<file path="src/rtl/dma_audio_pkg.sv">
package dma_audio_pkg;

  localparam logic [2:0] RA_CTRL  = 3'd0;
  localparam logic [2:0] RA_START = 3'd1;
  localparam logic [2:0] RA_END   = 3'd2;
  localparam logic [2:0] RA_CUR   = 3'd3;
  localparam logic [2:0] RA_MODE  = 3'd4;

  typedef struct packed {
    logic [7:0] left;
    logic [7:0] right;
  } stereo_t;

  // clocks between rate ticks: fastest code 11 uses base, each step down doubles
  function automatic int unsigned tick_period(int unsigned base, logic [1:0] rate);
    return base << (3 - int'(rate));
  endfunction

  // sample pair produced from a FIFO word for the current mono phase
  function automatic stereo_t split_word(logic [15:0] w, logic mono, logic second);
    stereo_t s;
    if (!mono)        s = '{left: w[15:8], right: w[7:0]};
    else if (!second) s = '{left: w[15:8], right: w[15:8]};
    else              s = '{left: w[7:0],  right: w[7:0]};
    return s;
  endfunction

endpackage

</file>
<file path="src/rtl/audio_rate_gen.sv">
module audio_rate_gen #(
  parameter int unsigned BASE_DIV = 4
) (
  input  logic       clk,
  input  logic       rst_n,
  input  logic [1:0] rate,
  output logic       tick
);
  import dma_audio_pkg::*;

  localparam int CNT_W = $clog2(BASE_DIV * 8);

  logic [CNT_W-1:0] cnt;
  logic [CNT_W-1:0] limit;

  assign limit = CNT_W'(tick_period(BASE_DIV, rate) - 1);
  assign tick  = (cnt >= limit);

  always_ff @(posedge clk or negedge rst_n) begin
    if (!rst_n)    cnt <= '0;
    else if (tick) cnt <= '0;
    else           cnt <= cnt + 1'b1;
  end

  // every period is at least two clocks, so ticks never come back to back
  assert_tick_gap_R6: assert property (@(posedge clk) disable iff (!rst_n)
    tick |=> !tick);

endmodule

</file>
<file path="src/rtl/audio_word_fifo.sv">
module audio_word_fifo #(
  parameter int DEPTH = 4,
  parameter int W     = 16
) (
  input  logic         clk,
  input  logic         rst_n,
  input  logic         flush,
  input  logic         push,
  input  logic [W-1:0] wdata,
  input  logic         pop,
  output logic [W-1:0] head,
  output logic         empty,
  output logic         full
);
  localparam int PW = (DEPTH > 1) ? $clog2(DEPTH) : 1;
  localparam int CW = $clog2(DEPTH + 1);

  logic [W-1:0]  store [DEPTH];
  logic [PW-1:0] rd_ptr, wr_ptr;
  logic [CW-1:0] count;
  logic          do_push, do_pop;

  assign empty   = (count == '0);
  assign full    = (count == CW'(DEPTH));
  assign head    = store[rd_ptr];
  assign do_push = push && !full;
  assign do_pop  = pop && !empty;

  function automatic logic [PW-1:0] bump(logic [PW-1:0] p);
    return (p == PW'(DEPTH - 1)) ? '0 : p + 1'b1;
  endfunction

  always_ff @(posedge clk) begin
    if (do_push && !flush) store[wr_ptr] <= wdata;
  end

  always_ff @(posedge clk or negedge rst_n) begin
    if (!rst_n) begin
      rd_ptr <= '0;
      wr_ptr <= '0;
      count  <= '0;
    end else if (flush) begin
      rd_ptr <= '0;
      wr_ptr <= '0;
      count  <= '0;
    end else begin
      if (do_push) wr_ptr <= bump(wr_ptr);
      if (do_pop)  rd_ptr <= bump(rd_ptr);
      case ({do_push, do_pop})
        2'b10:   count <= count + 1'b1;
        2'b01:   count <= count - 1'b1;
        default: count <= count;
      endcase
    end
  end

  // the fetch side must never offer a word when all entries are taken
  assert_no_overflow_R3: assert property (@(posedge clk) disable iff (!rst_n)
    push |-> !full);
  // the output side must not pop from an empty FIFO
  assert_no_empty_pop_R10: assert property (@(posedge clk) disable iff (!rst_n)
    pop |-> !empty);

endmodule

</file>
<file path="src/rtl/audio_sample_out.sv">
module audio_sample_out (
  input  logic        clk,
  input  logic        rst_n,
  input  logic        tick,
  input  logic        mono,
  input  logic        flush,
  input  logic        fifo_empty,
  input  logic [15:0] head,
  output logic        pop,
  output logic [7:0]  left,
  output logic [7:0]  right,
  output logic        strobe
);
  import dma_audio_pkg::*;

  logic    half;
  stereo_t pair;

  assign pair = split_word(head, mono, half);
  assign pop  = tick && !fifo_empty && (!mono || half);

  always_ff @(posedge clk or negedge rst_n) begin
    if (!rst_n) begin
      half   <= 1'b0;
      left   <= '0;
      right  <= '0;
      strobe <= 1'b0;
    end else begin
      strobe <= tick;
      if (flush || !mono)           half <= 1'b0;
      else if (tick && !fifo_empty) half <= ~half;
      if (tick) begin
        if (fifo_empty) begin
          left  <= '0;
          right <= '0;
        end else begin
          left  <= pair.left;
          right <= pair.right;
        end
      end
    end
  end

  // a first mono tick on a word moves on to the second byte
  assert_mono_pair_R5: assert property (@(posedge clk) disable iff (!rst_n)
    (tick && mono && !half && !fifo_empty && !flush) |=> half);

endmodule

</file>
<file path="src/rtl/dma_audio_engine.sv">
module dma_audio_engine #(
  parameter int          ADDR_W     = 24,
  parameter int          FIFO_DEPTH = 4,
  parameter int unsigned BASE_DIV   = 4
) (
  input  logic              clk,
  input  logic              rst_n,
  input  logic              reg_we,
  input  logic [2:0]        reg_addr,
  input  logic [ADDR_W-1:0] reg_wdata,
  output logic [ADDR_W-1:0] reg_rdata,
  output logic              mem_req,
  output logic [ADDR_W-1:0] mem_addr,
  input  logic              mem_ack,
  input  logic [15:0]       mem_rdata,
  input  logic              mon_detect,
  output logic [7:0]        sample_l,
  output logic [7:0]        sample_r,
  output logic              sample_stb,
  output logic              play_active,
  output logic              play_status_x
);
  import dma_audio_pkg::*;

  logic [ADDR_W-1:0] hold_start, hold_end, fetch_addr, work_end;
  logic              run, rpt, mono;
  logic [1:0]        rate;
  logic              wr_ctrl, stop_wr, go_wr, end_evt, xfer;
  logic              tick, fifo_pop, fifo_empty, fifo_full;
  logic [15:0]       fifo_head;

  // named events for the checks
  assign wr_ctrl = reg_we && (reg_addr == RA_CTRL);
  assign stop_wr = wr_ctrl && !reg_wdata[0];
  assign go_wr   = wr_ctrl && reg_wdata[0];
  assign end_evt = run && (fetch_addr == work_end);
  assign mem_req = run && !end_evt && !fifo_full;
  assign xfer    = mem_req && mem_ack;
  assign mem_addr = fetch_addr;

  assign play_active   = run && !end_evt;
  assign play_status_x = play_active ^ mon_detect;

  // registers written by software
  always_ff @(posedge clk or negedge rst_n) begin
    if (!rst_n) begin
      hold_start <= '0;
      hold_end   <= '0;
      mono       <= 1'b0;
      rate       <= 2'b00;
    end else if (reg_we) begin
      case (reg_addr)
        RA_START: hold_start <= {reg_wdata[ADDR_W-1:1], 1'b0};
        RA_END:   hold_end   <= {reg_wdata[ADDR_W-1:1], 1'b0};
        RA_MODE: begin
          mono <= reg_wdata[7];
          rate <= reg_wdata[1:0];
        end
        default: ;
      endcase
    end
  end

  // working frame: follows the holding pair while idle, reloads at frame end
  always_ff @(posedge clk or negedge rst_n) begin
    if (!rst_n) begin
      fetch_addr <= '0;
      work_end   <= '0;
    end else if (!run || stop_wr || end_evt) begin
      fetch_addr <= hold_start;
      work_end   <= hold_end;
    end else if (xfer) begin
      fetch_addr <= fetch_addr + ADDR_W'(2);
    end
  end

  // playback state
  always_ff @(posedge clk or negedge rst_n) begin
    if (!rst_n) begin
      run <= 1'b0;
      rpt <= 1'b0;
    end else if (stop_wr) begin
      run <= 1'b0;
    end else if (!run) begin
      if (go_wr) begin
        run <= 1'b1;
        rpt <= reg_wdata[1];
      end
    end else begin
      if (go_wr) rpt <= reg_wdata[1];
      if (end_evt && !rpt) run <= 1'b0;
    end
  end

  always_comb begin
    case (reg_addr)
      RA_CTRL:  reg_rdata = {{(ADDR_W-2){1'b0}}, (run ? {rpt, 1'b1} : 2'b00)};
      RA_START: reg_rdata = hold_start;
      RA_END:   reg_rdata = hold_end;
      RA_CUR:   reg_rdata = fetch_addr;
      RA_MODE:  reg_rdata = {{(ADDR_W-8){1'b0}}, mono, 5'b0, rate};
      default:  reg_rdata = '0;
    endcase
  end

  audio_rate_gen #(.BASE_DIV(BASE_DIV)) u_rate (
    .clk(clk), .rst_n(rst_n), .rate(rate), .tick(tick)
  );

  audio_word_fifo #(.DEPTH(FIFO_DEPTH), .W(16)) u_fifo (
    .clk(clk), .rst_n(rst_n), .flush(stop_wr), .push(xfer), .wdata(mem_rdata),
    .pop(fifo_pop), .head(fifo_head), .empty(fifo_empty), .full(fifo_full)
  );

  audio_sample_out u_out (
    .clk(clk), .rst_n(rst_n), .tick(tick), .mono(mono), .flush(stop_wr),
    .fifo_empty(fifo_empty), .head(fifo_head), .pop(fifo_pop),
    .left(sample_l), .right(sample_r), .strobe(sample_stb)
  );

  // each accepted word advances the fetch address by one word
  assert_addr_step_R2: assert property (@(posedge clk) disable iff (!rst_n)
    (xfer && !stop_wr) |=> (fetch_addr == $past(fetch_addr) + ADDR_W'(2)));
  // a single-shot frame ends playback once its last word is fetched
  assert_once_end_R1: assert property (@(posedge clk) disable iff (!rst_n)
    (end_evt && !rpt && !stop_wr) |=> !run);
  // the working end address holds still inside a frame
  assert_hold_R7: assert property (@(posedge clk) disable iff (!rst_n)
    (run && !end_evt && !stop_wr) |=> $stable(work_end));
  // a repeat wrap into a non-empty frame raises active again
  assert_wrap_pulse_R8: assert property (@(posedge clk) disable iff (!rst_n)
    (end_evt && rpt && !stop_wr && (hold_start != hold_end)) |=> play_active);
  // stopping empties the FIFO and leaves the engine idle
  assert_stop_R11: assert property (@(posedge clk) disable iff (!rst_n)
    stop_wr |=> (!run && fifo_empty));

endmodule

</file>
<file path="config.mk">
export PLATFORM = sky130hd
export DESIGN_NAME = dma_audio_engine
export DESIGN_NICKNAME = d
export VERILOG_FILES = /design/src/rtl/dma_audio_pkg.sv /design/src/rtl/audio_rate_gen.sv /design/src/rtl/audio_word_fifo.sv /design/src/rtl/audio_sample_out.sv /design/src/rtl/dma_audio_engine.sv
export SDC_FILE = /design/constraint.sdc
export NUM_CORES = 1
export LEC_CHECK = 0
export ABC_AREA = 0
export BUFFER_PORTS_ARGS = -buffer_cell sky130_fd_sc_hd__buf_2
export CORE_MARGIN = 2
export CORE_UTILIZATION = 35
export DETAILED_ROUTE_END_ITERATION = 6
export HOLD_SLACK_MARGIN = 0.08
export PLACE_DENSITY_LB_ADDON = 0.05
export SETUP_SLACK_MARGIN = 0.15
export SYNTH_ARGS = -nofsm -noshare
export SYNTH_HDL_FRONTEND = slang
export SYNTH_SLANG_ARGS = --single-unit
</file>
<file path="constraint.sdc">
create_clock -name clk -period 3.3 [get_ports clk]
set_input_delay 0.165 -clock clk [delete_from_list [all_inputs] [get_ports clk]]
set_output_delay 0.165 -clock clk [all_outputs]
set_load 0.05 [all_outputs]
</file>
Yosys cells after proc, flatten, opt, wreduce, memory -nomap -nowiden:

Memory sizes are Yosys's and may differ from the RTL's.
Index checks and enable logic that the tools add are counted.

* ROM bits: 0
* bits in registers: 128
* RAM bits: 64
* memories kept: 1
* logic and storage cells: 101
* bits of input ports: 48
* latch bits: 0

Memory list
* u_fifo.store: depth 4, bits a word 16, read ports 1, clocked after Yosys merged registers in 0, wr ports 1, RTL line audio_word_fifo.sv:18 `logic [W-1:0] store [DEPTH];`

* $mul: 0
* reduce and logical (&&, ||, !) cells: 36
* $lt $le $gt $ge: 1
* div/mod/pow operators: 0
* bitwise operators: 3
* mux-type cells: 25
* shifts and indexed selects: 1
* equal/unequal tests: 10
* add/sub/neg operators: 8

Operator list (number)
* 24-bit case mux with 5 select lines: 1
* 24-bit two-way mux: 2
* 16-bit two-way mux: 2
* 3-bit by 32-bit left shift with 5-bit output (first input constant): 1
* 24-bit by 2-bit adder with 24-bit output (second input constant): 1
* 24-bit == test: 1
* 8-bit two-way mux: 2
* 2-bit two-way mux: 7
* 1-bit logical AND: 13
* 1-bit zero test: 8
* 1-bit two-way mux: 8
* 2-bit AND reduction: 4
* 2-bit nonzero test: 4
* 2-bit == test (second input constant): 3
* 3-bit by 2-bit == test with 1-bit output (second input constant): 2
* 3-bit == test (second input constant): 2
* 3-bit zero test: 2
* 3-bit case mux with 2 select lines: 1
* 5-bit by 1-bit adder with 5-bit output (second input constant): 1
* 5-bit >= comparator: 1
* 5-bit two-way mux: 1
* 5-bit by 1-bit subtractor with 5-bit output (second input constant): 1
* 2-bit by 1-bit adder with 2-bit output (second input constant): 2
* 1-bit logical OR: 4
* other kinds (9): 10

Depth between registers and ports, before layout:

Gate-level depths: netlist of the first run.

* depth in word-level cells: 10
* mapped depth: 12
* depth with buffers taken out: 11

Hierarchy:

A second synthesis of the first run with hierarchy kept.

* cell total of the unflattened synthesis: 658
* area total of the unflattened synthesis: 9345.2 µm²

By module, submodules not included
* dma_audio_engine: seq. area each 2427.3 µm², times used 1, cells an instance 416, area an instance 5252.5 µm²
* audio_word_fifo: seq. area each 2097.0 µm², times used 1, cells an instance 152, area an instance 2966.6 µm²
* audio_sample_out: seq. area each 450.4 µm², times used 1, cells an instance 61, area an instance 814.5 µm²
* audio_rate_gen: seq. area each 125.1 µm², times used 1, cells an instance 29, area an instance 311.5 µm²

Worst setup path before layout of the first run:

OpenSTA, ideal clock, no wires.

* kind: register to register
* from: reg rate[1]
* to: reg u_fifo.count[2]
* setup slack: 744 ps
* arrival: 2432 ps
* stages on the path, launching flop included: 12
* clock period less this slack: 2556 ps
* cell sequence: dfrtp_1 or2_2 ha_1 o32a_1 o31ai_4 or2_2 buf_2 nor2_1 fa_1 nor3_1 o21ai_0 nor3b_1

* word-level cells in the longest chain between the ends: 10
* elaborated cells on any way between the ends: 12
* those cells by class: 2 x add/sub; 1 x order compare; 2 x eq/ne; 1 x shift; 2 x mux; 4 x reduce/logical

Ends and longest elaborated chain
* from (decl): RTL line dma_audio_engine.sv:27 `logic [1:0] rate;`
* from (signal assigned): RTL line dma_audio_engine.sv:57 `rate <= reg_wdata[1:0];`
* 2-bit by 2-bit subtractor with 3-bit output *: RTL line dma_audio_pkg.sv:16 `return base << (3 - int'(rate));`
* 3-bit by 32-bit left shift with 5-bit output *: RTL line dma_audio_pkg.sv:16
* 5-bit by 1-bit subtractor with 5-bit output *: RTL line audio_rate_gen.sv:16 `assign limit = CNT_W'(tick_period(BASE_DIV, rate) - 1);`
* 5-bit >= comparator *: RTL line audio_rate_gen.sv:17 `assign tick = (cnt >= limit);`
* 1-bit logical AND * (2 in a row): RTL line audio_sample_out.sv:20 `assign pop = tick && !fifo_empty && (!mono || half);`
* 1-bit logical AND *: RTL line audio_word_fifo.sv:27 `assign do_pop = pop && !empty;`
* 2-bit by 1-bit == test with 1-bit output or 2-bit == test (tied branches): RTL line audio_word_fifo.sv:49 `case ({do_push, do_pop})`
* 3-bit case mux with 2 select lines: RTL line audio_word_fifo.sv:49
* 3-bit two-way mux: RTL line audio_word_fifo.sv:42 `end else if (flush) begin`
* to (signal assigned): RTL line audio_word_fifo.sv:50 `2'b10: count <= count + 1'b1;`
* to (signal assigned): RTL line audio_word_fifo.sv:51 `2'b01: count <= count - 1'b1;`
* to (signal assigned): RTL line audio_word_fifo.sv:52 `default: count <= count;`
* to (decl): RTL line audio_word_fifo.sv:20 `logic [CW-1:0] count;`

Mark *: on every way between the ends. The rest lies on a longest branch, timed or not.
A chain may end at the register's enable or synchronous reset.

Worst setup path after layout of the first run:

* from: reg fetch_addr[16], in the netlist mem_addr[16]
* to: out play_status_x

* word-level cells in the longest chain between the ends: 5

Ends and longest elaborated chain
* from (decl): RTL line dma_audio_engine.sv:25 `logic [ADDR_W-1:0] hold_start, hold_end, fetch_addr, work_end;`
* from (signal assigned): RTL line dma_audio_engine.sv:70 `fetch_addr <= hold_start;`
* from (signal assigned): RTL line dma_audio_engine.sv:73 `fetch_addr <= fetch_addr + ADDR_W'(2);`
* 24-bit == test: RTL line dma_audio_engine.sv:36 `assign end_evt = run && (fetch_addr == work_end);`
* 1-bit logical AND: RTL line dma_audio_engine.sv:36
* 1-bit zero test: RTL line dma_audio_engine.sv:41 `assign play_active = run && !end_evt;`
* 1-bit logical AND: RTL line dma_audio_engine.sv:41
* 1-bit XOR: RTL line dma_audio_engine.sv:42 `assign play_status_x = play_active ^ mon_detect;`
* to (decl): RTL line dma_audio_engine.sv:21 `output logic play_status_x`

No other way between the ends.

==> out/summary.md, run 1 <==
### Outcome
* complete, no violations — status

### Pwr
* 4.76 nW — leakage dissipation
* 871 nW/um^2 — power per cell area
* 0.318 mV — worst IR drop on VDD

### Final layout
* 0.319 — layout cells sized above 1
* 0 — Inserted Diodes
* 11100 sq um — Final Cell Area
* 951 — Final #Nets
* 21.4% — area growth from synthesis to layout
* 2453 — count of filler cells inserted in the layout

### STA
* 0 — number of hold violations in the final report
* 0.0161 ns — Clock Skew
* 0.879 ns — Least-Margin Pin Slew
* 0.604 ns — Final WS setup
* 0 ns — Setup TNS
* false — RSZ-0062 raised after global routing
* 0 — max-slew violations
* 371 MHz — Max Fclk
* 2.70 ns — shortest period the worst path allows
* 0.414 — Relative slew margins
* 0.817 — fraction of the cycle the final worst path needs
* 0 — final setup violation count

### Die
* 165 um — die span in x
* 165 um — die height
* 59 — Rows
* 0.353 — initial standard-cell utilization of the core
* 27400 sq um — Die Area
* 25800 sq um — standard cell core area
* 116 — I/O pin cnt

### Worst hold path
* 4 — cell depth of the worst hold path
* reg_addr[2] — beginning of the worst hold path
* input port to register — Min-Delay Path Class

### Clocking
* 17 — clock buffers created by TritonCTS
* 0.08 ns — clock-pin slew of the registers on the worst-case setup and hold paths
* 4 — count of H-tree levels built during CTS
* 0.44 ns — insertion delay of the later-clocked pin in the worst-skew pair
* 0 — post_cts resized
* 2 — worst-case clock buffer depth
* clkbuf_16 — Root Driver
* 191 — CTS sink cnt
* done — clock tree from TritonCTS

### Synth
* 803 — Net Count, Synth
* dfrtp_1 — cell type contributing the most total cell area after synthesis
* 191 — count of state elements after synthesis
* 59 — number of distinct standard cells referenced by the synthesized netlist
* 64 — number of enable-type register cells in the synthesized netlist
* dfrtp_1 — Top FF cell, synth
* 12.3 sq um — synthesized area per cell
* dfrtp_1 (127), nand2_1 (114), mux2_2 (71) — most instantiated cells after synthesis
* 0 — Yosys Warn Count
* dfrtp_1 (35%), edfxtp_1 (21%), mux2_2 (8.8%) — Synth area leaders
* dfrtp_1 — leading cell type by number of instances after synthesis
* 9120 sq um — Cell Area, Synth
* 744 — post-synthesis cell count
* 0.348 — portion of synthesized cell area occupied by the leading cell type
* 0.559 — sequential-to-total area share from yosys stat
* 0.665 — asr flop ratio synth

### Placement
* 0.772 — global placement routability congestion
* 10000 sq um — placed standard-cell area
* 0.144 ns — worst setup slack after placement
* 114 — IO Port Bufs
* 15.9 mm — HPWL after detailed placement

### GRT
* 78 — maximum number of pins on one net before global-route repair
* 0.178 — GRT Total Usage
* 1 — antenna violations before repair
* 6458 — vias in the first global route
* 0 — overall overflow remaining after global route
* 36.7 mm — first-pass GRT wire length

### Worst setup path
* mem_addr[16]$_DFFE_PN0N_ — origin of the worst setup path
* register — crit start category
* register to output port — Critical Setup Path Class
* 2.53 ns — Crit path arrival time
* 8 — critical path fanouts, max
* 3.13 ns — required time of the critical path
* 11 — Reg2Reg Depth
* output port — Crit. End Element
* rate[0]$_DFFE_PN0P_ — Reg2Reg Launch Point

### Route
* 368 — drt initial violations
* 6219 — detailed-route via count
* 0 — number of remaining DRC errors
* 23.5 mm — Detailed Route WL
* 6 — number of optimization iterations in the first detailed-route pass
* 19.0 um — routed wirelength normalized by instance count
* 0 — DRT antenna net count
* 5.02 — post-DR vias/cell

### Job
* 0 — max capacitance violation total

==> per-layer routing <==
| layer | up-vias | track usage | part of all wire |
|---|---|---|---|
| li1 | 2958 | - | - |
| met1 | 3105 | 0.227 | 0.44 |
| met2 | 131 | 0.316 | 0.52 |
| met3 | 23 | 0.0275 | 0.030 |
| met4 | 2 | 0.0478 | 0.013 |
| met5 | - | 0 | 0.00055 |
==> power by group <==
| group | internal, mW | switching [mW] |
|---|---|---|
| registers | 3.10 | 0.693 |
| clock network | 1.10 | 1.03 |
| logic | 1.38 | 2.35 |
==> what timing repair did <==
action / 4_1_cts / 5_1_grt
setup endpoints to repair: 1 / 0
buffers inserted: 1 / 0
hold buffers: 42 / 0
endpoints found under the hold margin: 189 / 0
==> path summary, 6_finish.rpt <==
check	slack, ns	end
min	0.13	run$_DFF_PN0_
min in group asynchronous	0.33	hold_end[4]$_DFFE_PN0P_
max	0.60	play_status_x
max reg2reg	0.61	u_fifo.count[2]$_DFFE_PN0P_
max in group asynchronous	2.03	u_out.right[1]$_DFFE_PN0N_
min reg2reg	0.49	u_out.left[2]$_DFFE_PN0N_
==> layout by cell type (no fill, tap or decap), drive strengths merged, types with 25 or more instances in the layout <==
| cell | instances |
|---|---|
| buf | 138 |
| dfrtp | 127 |
| nand2 | 114 |
| mux2 | 71 |
| edfxtp | 64 |
| nor2 | 46 |
| dlygate4sd3 | 42 |
| o21ai | 34 |
| xnor2 | 25 |
==> sequential cells by signal (all words and copies together), names as in the netlist, 3 cells and up <==
register / cells
hold_end: 23
u_rate.cnt: 5
u_out.right: 8
work_end: 23
u_fifo.store: 64
u_fifo.count: 3
u_out.left: 8
hold_start: 23
mem_addr: 23
==> area by class of cell <==
cell class | count | area [sq um] | area share
Multi-Input combinational cell | 491 | 3730 | 0.337
Timing Repair Buffer | 180 | 1180 | 0.106
Clock inverter | 15 | 180 | 0.0163
Clock buffer | 17 | 425 | 0.0384
Inverter | 11 | 41.3 | 0.00373
Sequential cell | 191 | 5100 | 0.460
Tap cell | 335 | 419 | 0.0378
==> critical path, cell delays in order (launching register included) <==
cell     delay (ns)
dfrtp_1        0.53
xnor2_2        0.24
nand4_1        0.18
nor4_4         0.28
nand3_1        0.24
nand2_1        0.22
xnor2_1        0.13
buf_2          0.28
==> cell families after synthesis <==
| family | count (synthesis) | synth area share |
|---|---|---|
| adder cells (fa/ha/maj) | 11 | 0.0159 |
| other | 1 | 0.000411 |
| flip-flops | 191 | 0.559 |
| buffers and inverters | 62 | 0.0339 |
| AND/OR/NAND/NOR | 239 | 0.126 |
| AO/OA/AOI/OAI | 94 | 0.0758 |
| multiplexers | 106 | 0.148 |
| XOR/XNOR | 40 | 0.0409 |
==> stage by stage <==
step	cells	hold WS [ns]	util	total power, mW
after floorplan	744	-0.131	-	6.54
after global placement	1165	0.265	0.389	7.51
after detailed placement	1165	0.283	0.389	7.58
after CTS	1240	0.112	0.429	9.79
after global routing	1240	0.184	0.429	10.3
final	1240	0.127	0.429	9.64
No activity file was read; power rests on OpenSTA's default activity.
==> run 2: changes to the inputs <==
ABC_AREA = 1   (was 0)
clock period = 2.69 ns   (was 3.3 ns; I/O delays follow)
==> run 2 against run 1 <==
Compared with the run above:
- setup slack worse by 0.30 ns
- largest cell class unchanged
- combinational power up 38%
- critical path type unchanged
- largest power group is now combinational logic
- non-clock buffer count up 7
- synthesized cell count up 41%
- sequential power up 17%
- power up 27%
==> out/summary.md, run 2 <==
### Synth
* 64 — number of enable-type register cells in the synthesized netlist, unchanged
* 0.196 — post-synthesis simple-gate area fraction, was 0.126
* 191 — count of state elements after synthesis, unchanged
* 40 — number of distinct standard cells referenced by the synthesized netlist, was 59
* dfrtp_1 (35%), edfxtp_1 (21%), nand2_1 (13%) — Synth area leaders, was dfrtp_1 (35%), edfxtp_1 (21%), mux2_2 (8.8%)
* 0.665 — asr flop ratio synth, unchanged
* nand2_1 — leading cell type by number of instances after synthesis, was dfrtp_1
* dfrtp_1 — cell type contributing the most total cell area after synthesis, unchanged
* 8.76 sq um — synthesized area per cell, was 12.3 sq um
* 0.0229 — xor-xnor portion of the synthesized cell area, was 0.0409
* 9180 sq um — Cell Area, Synth, was 9120 sq um
* 0.346 — portion of synthesized cell area occupied by the leading cell type, was 0.348
* 0.131 — compound-gate portion of the synthesized area, was 0.0758
* nand2_1 (322), dfrtp_1 (127), inv_1 (125) — most instantiated cells after synthesis, was dfrtp_1 (127), nand2_1 (114), mux2_2 (71)
* 1107 — Net Count, Synth, was 803
* 0 — Yosys Warn Count, unchanged
* 0 — share of synthesized area spent on multiplexers, was 0.148
* 0.0158 — area share of fa/ha/maj cells after synthesis, was 0.0159
* 1048 — post-synthesis cell count, was 744
* simple AND/OR/NAND/NOR gates — largest family of logic cells by synthesized area, was multiplexers
* dfrtp_1 — Top FF cell, synth, unchanged
* 0.556 — sequential-to-total area share from yosys stat, was 0.559

### Final layout
* 0.435 — post-route core utilization, was 0.429
* 0.162 — layout cells sized above 1, was 0.319
* 22.7% — area growth from synthesis to layout, was 21.4%
* 1268 — Final #Nets, was 951
* 11300 sq um — Final Cell Area, was 11100 sq um
* 0 — Inserted Diodes, unchanged
* 64 — max FFs per register, unchanged
* nand2_1 (321), inv_1 (125), dfrtp_1 (125) — most used cells in the layout excluding fill and tap cells, was dfrtp_1 (127), nand2_1 (114), buf_2 (113)
* nand2_1 — commonest non-fill, non-tap cell in the layout, was dfrtp_1
* u_fifo.store — register containing the most flip-flops in the final layout, unchanged
* 2627 — count of filler cells inserted in the layout, was 2453

### Worst setup path
* register to output port — Critical Setup Path Class, unchanged
* u_fifo.count[2]$_DFFE_PN0P_ — Critical R2R Capture, unchanged
* register — crit start category, unchanged
* 2 — Worst Path Buf+Inv, was 1
* 0.45 ns — maximum single-stage delay on the critical path, was 0.53 ns
* 2.56 ns — required time of the critical path, was 3.13 ns
* 2.25 ns — Crit path arrival time, was 2.53 ns
* output port — Crit. End Element, unchanged
* 0.35 ns — reg2reg setup slack, was 0.61 ns
* dfrtp_1 — highest-delay cell along the critical path, unchanged
* nand2_1 — most frequent cell on the critical path
* 17 — Reg2Reg Depth, was 11
* 5 — critical path fanouts, max, was 8
* inv_1 > nand2_1 > nand2_1 > nor2_1 > nand2_1 > nor2_1 > nand3_2 > nand2_2 > xnor2_1 > clkbuf_4 — chain of cells forming the critical path, was xnor2_2 > nand4_1 > nor4_4 > nand3_1 > nand2_1 > xnor2_1 > buf_2
* simple AND/OR/NAND/NOR gates — category of cells accounting for the largest share of critical-path delay, unchanged
* rate[0]$_DFFE_PN0P_ — Reg2Reg Launch Point, unchanged

### STA
* 0 ns — Setup TNS, unchanged
* 0.460 — Relative slew margins, was 0.414
* false — RSZ-0062 raised after global routing, unchanged
* 0.0920 ns — Min Hold Slack, was 0.127 ns
* 419 MHz — Max Fclk
* 2.39 ns — shortest period the worst path allows
* 0 — max-slew violations, unchanged
* 0.887 — fraction of the cycle the final worst path needs
* 0.0178 ns — Clock Skew, was 0.0161 ns
* 0 — final setup violation count, unchanged
* 0 — number of hold violations in the final report, unchanged
* 0.809 ns — Least-Margin Pin Slew, was 0.879 ns

### Clocking
* 191 — CTS sink cnt, unchanged
* 0.45 ns — insertion delay of the later-clocked pin in the worst-skew pair, was 0.44 ns
* clkbuf_16 — Root Driver, unchanged
* 17 — clock buffers created by TritonCTS, unchanged
* 4 — count of H-tree levels built during CTS, unchanged
* done — clock tree from TritonCTS, unchanged
* 0.08 ns — clock-pin slew of the registers on the worst-case setup and hold paths, about the same
* 2 — worst-case clock buffer depth, unchanged

### GRT
* 0.245 — met1 Track Usage GR, was 0.227
* 7290 — vias in the first global route, was 6458
* 0.330 — global routing usage on met2, was 0.316
* 0.0338 — met3 Use GR, was 0.0275
* 0.191 — GRT Total Usage, was 0.178
* met2 — most congested layer reported by global routing, unchanged
* 41.2 mm — first-pass GRT wire length, was 36.7 mm
* 72 — maximum number of pins on one net before global-route repair, was 78
* 0 — overall overflow remaining after global route, unchanged
* 0 — antenna violations before repair, was 1

### Route
* 4.76 — post-DR vias/cell, was 5.02
* 16.4 um — routed wirelength normalized by instance count, was 19.0 um
* 5 — number of optimization iterations in the first detailed-route pass, was 6
* 467 — drt initial violations, was 368
* 25.5 mm — Detailed Route WL, was 23.5 mm
* 7409 — detailed-route via count, was 6219
* 0 — number of remaining DRC errors, unchanged
* 0 — DRT antenna net count, unchanged

### Die
* 25900 sq um — standard cell core area, was 25800 sq um
* 166 um — die height, was 165 um
* 59 — Rows, unchanged
* 27500 sq um — Die Area, was 27400 sq um
* 116 — I/O pin cnt, unchanged
* 0.354 — initial standard-cell utilization of the core, was 0.353
* 166 um — die span in x, was 165 um

### Placement
* 10200 sq um — placed standard-cell area, was 10000 sq um
* 0.806 — global placement routability congestion, was 0.772
* 114 — IO Port Bufs, unchanged
* 17.7 mm — HPWL after detailed placement, was 15.9 mm

### Worst hold path
* 3 — cell depth of the worst hold path, was 4
* input port to register — Min-Delay Path Class, unchanged
* hold_end[7]$_DFFE_PN0P_ — hold path endpoint, was run$_DFF_PN0_
* reg_wdata[7] — beginning of the worst hold path, was reg_addr[2]

### Pwr
* 12.3 mW — overall power after layout, was 9.64 mW
* 1090 nW/um^2 — power per cell area, was 871 nW/um^2
* 0.492 mV — worst IR drop on VDD, was 0.318 mV
* 5.24 nW — leakage dissipation, was 4.76 nW

### Outcome
* complete, no violations — status, unchanged

### Job
* 0 — max capacitance violation total, unchanged

-- run 2: area by class of cell --
cell class	instances	area, sq um	share of cell area
repair buffers	187	1260	0.112
multi-input cells	678	3360	0.299
clock buffers	17	425	0.0378
flip-flops and latches	191	5100	0.453
clock inverters	15	189	0.0168
well taps	335	419	0.0372
inverters	134	503	0.0447
-- run 2: kinds of logic (layout without fill, tap and decap cells) --
group	Yosys count	in the layout
AO/OA/AOI/OAI	203	203
XOR/XNOR	24	24
adder cells (fa/ha/maj)	11	11
buffers and inverters	179	353
flip-flops	191	191
other	1	1
AND/OR/NAND/NOR	439	439
-- run 2: where the power goes --
group          total [mW]  switching [mW]  internal [mW]  leakage [nW]
Sequential           4.45           0.624           3.82          2.18
Combinational        5.12            3.60           1.53          2.76
Clock                2.70            1.28           1.43         0.303
Total                12.3            5.50           6.77          5.24
-- run 2: how the worst max path moves through the flow --
stage	startpoint	end	depth (start not counted)
2_1_floorplan	mem_addr[19]$_DFFE_PN0N_	u_fifo.store[0][0]$_DFFE_PP_	10
3_3_place_gp	rate[1]$_DFFE_PN0P_	u_fifo.count[2]$_DFFE_PN0P_	17
3_5_place_dp	rate[1]$_DFFE_PN0P_	u_fifo.count[2]$_DFFE_PN0P_	16
4_1_cts	rate[1]$_DFFE_PN0P_	u_fifo.count[2]$_DFFE_PN0P_	17
5_1_grt	rate[0]$_DFFE_PN0P_	u_fifo.count[2]$_DFFE_PN0P_	17
6_report	mem_addr[5]$_DFFE_PN0N_	play_status_x	10
-- run 2: per-layer routing --
layer | vias up | routed length [um]
met3 | 30 | 759
met5 | - | 0
li1 | 3768 | -
met1 | 3491 | 11500
met2 | 120 | 12700
met4 | 0 | 548
-- run 2: worst register-to-register path: stages (launching register included) --
cell     delay (ns)
dfrtp_1        0.40
inv_1          0.08
nand2_1        0.06
ha_1           0.30
nand2_1        0.07
inv_1          0.04
nand4_1        0.06
nand4_1        0.13
nand2_2        0.10
nor2_1         0.05
nand2_1        0.09
inv_1          0.06
fa_1           0.37
xor2_1         0.17
inv_1          0.06
nand2_1        0.06
nand2_1        0.05
a21oi_1        0.11
-- run 2: what timing repair did --
item,in CTS,in global routing
setup buffers,0,3
endpoints found under the setup margin,0,5
endpoints found under the hold margin,181,0
hold buffers,42,0
resized for setup,0,4
-- run 2: per-stage QoR --
stage,instances,worst slack [ns]
after CTS,1554,0.225
after floorplan,1048,-0.0415
final,1557,0.304
after detailed placement,1480,0.240
after global routing,1557,0.131
after global placement,1480,0.297
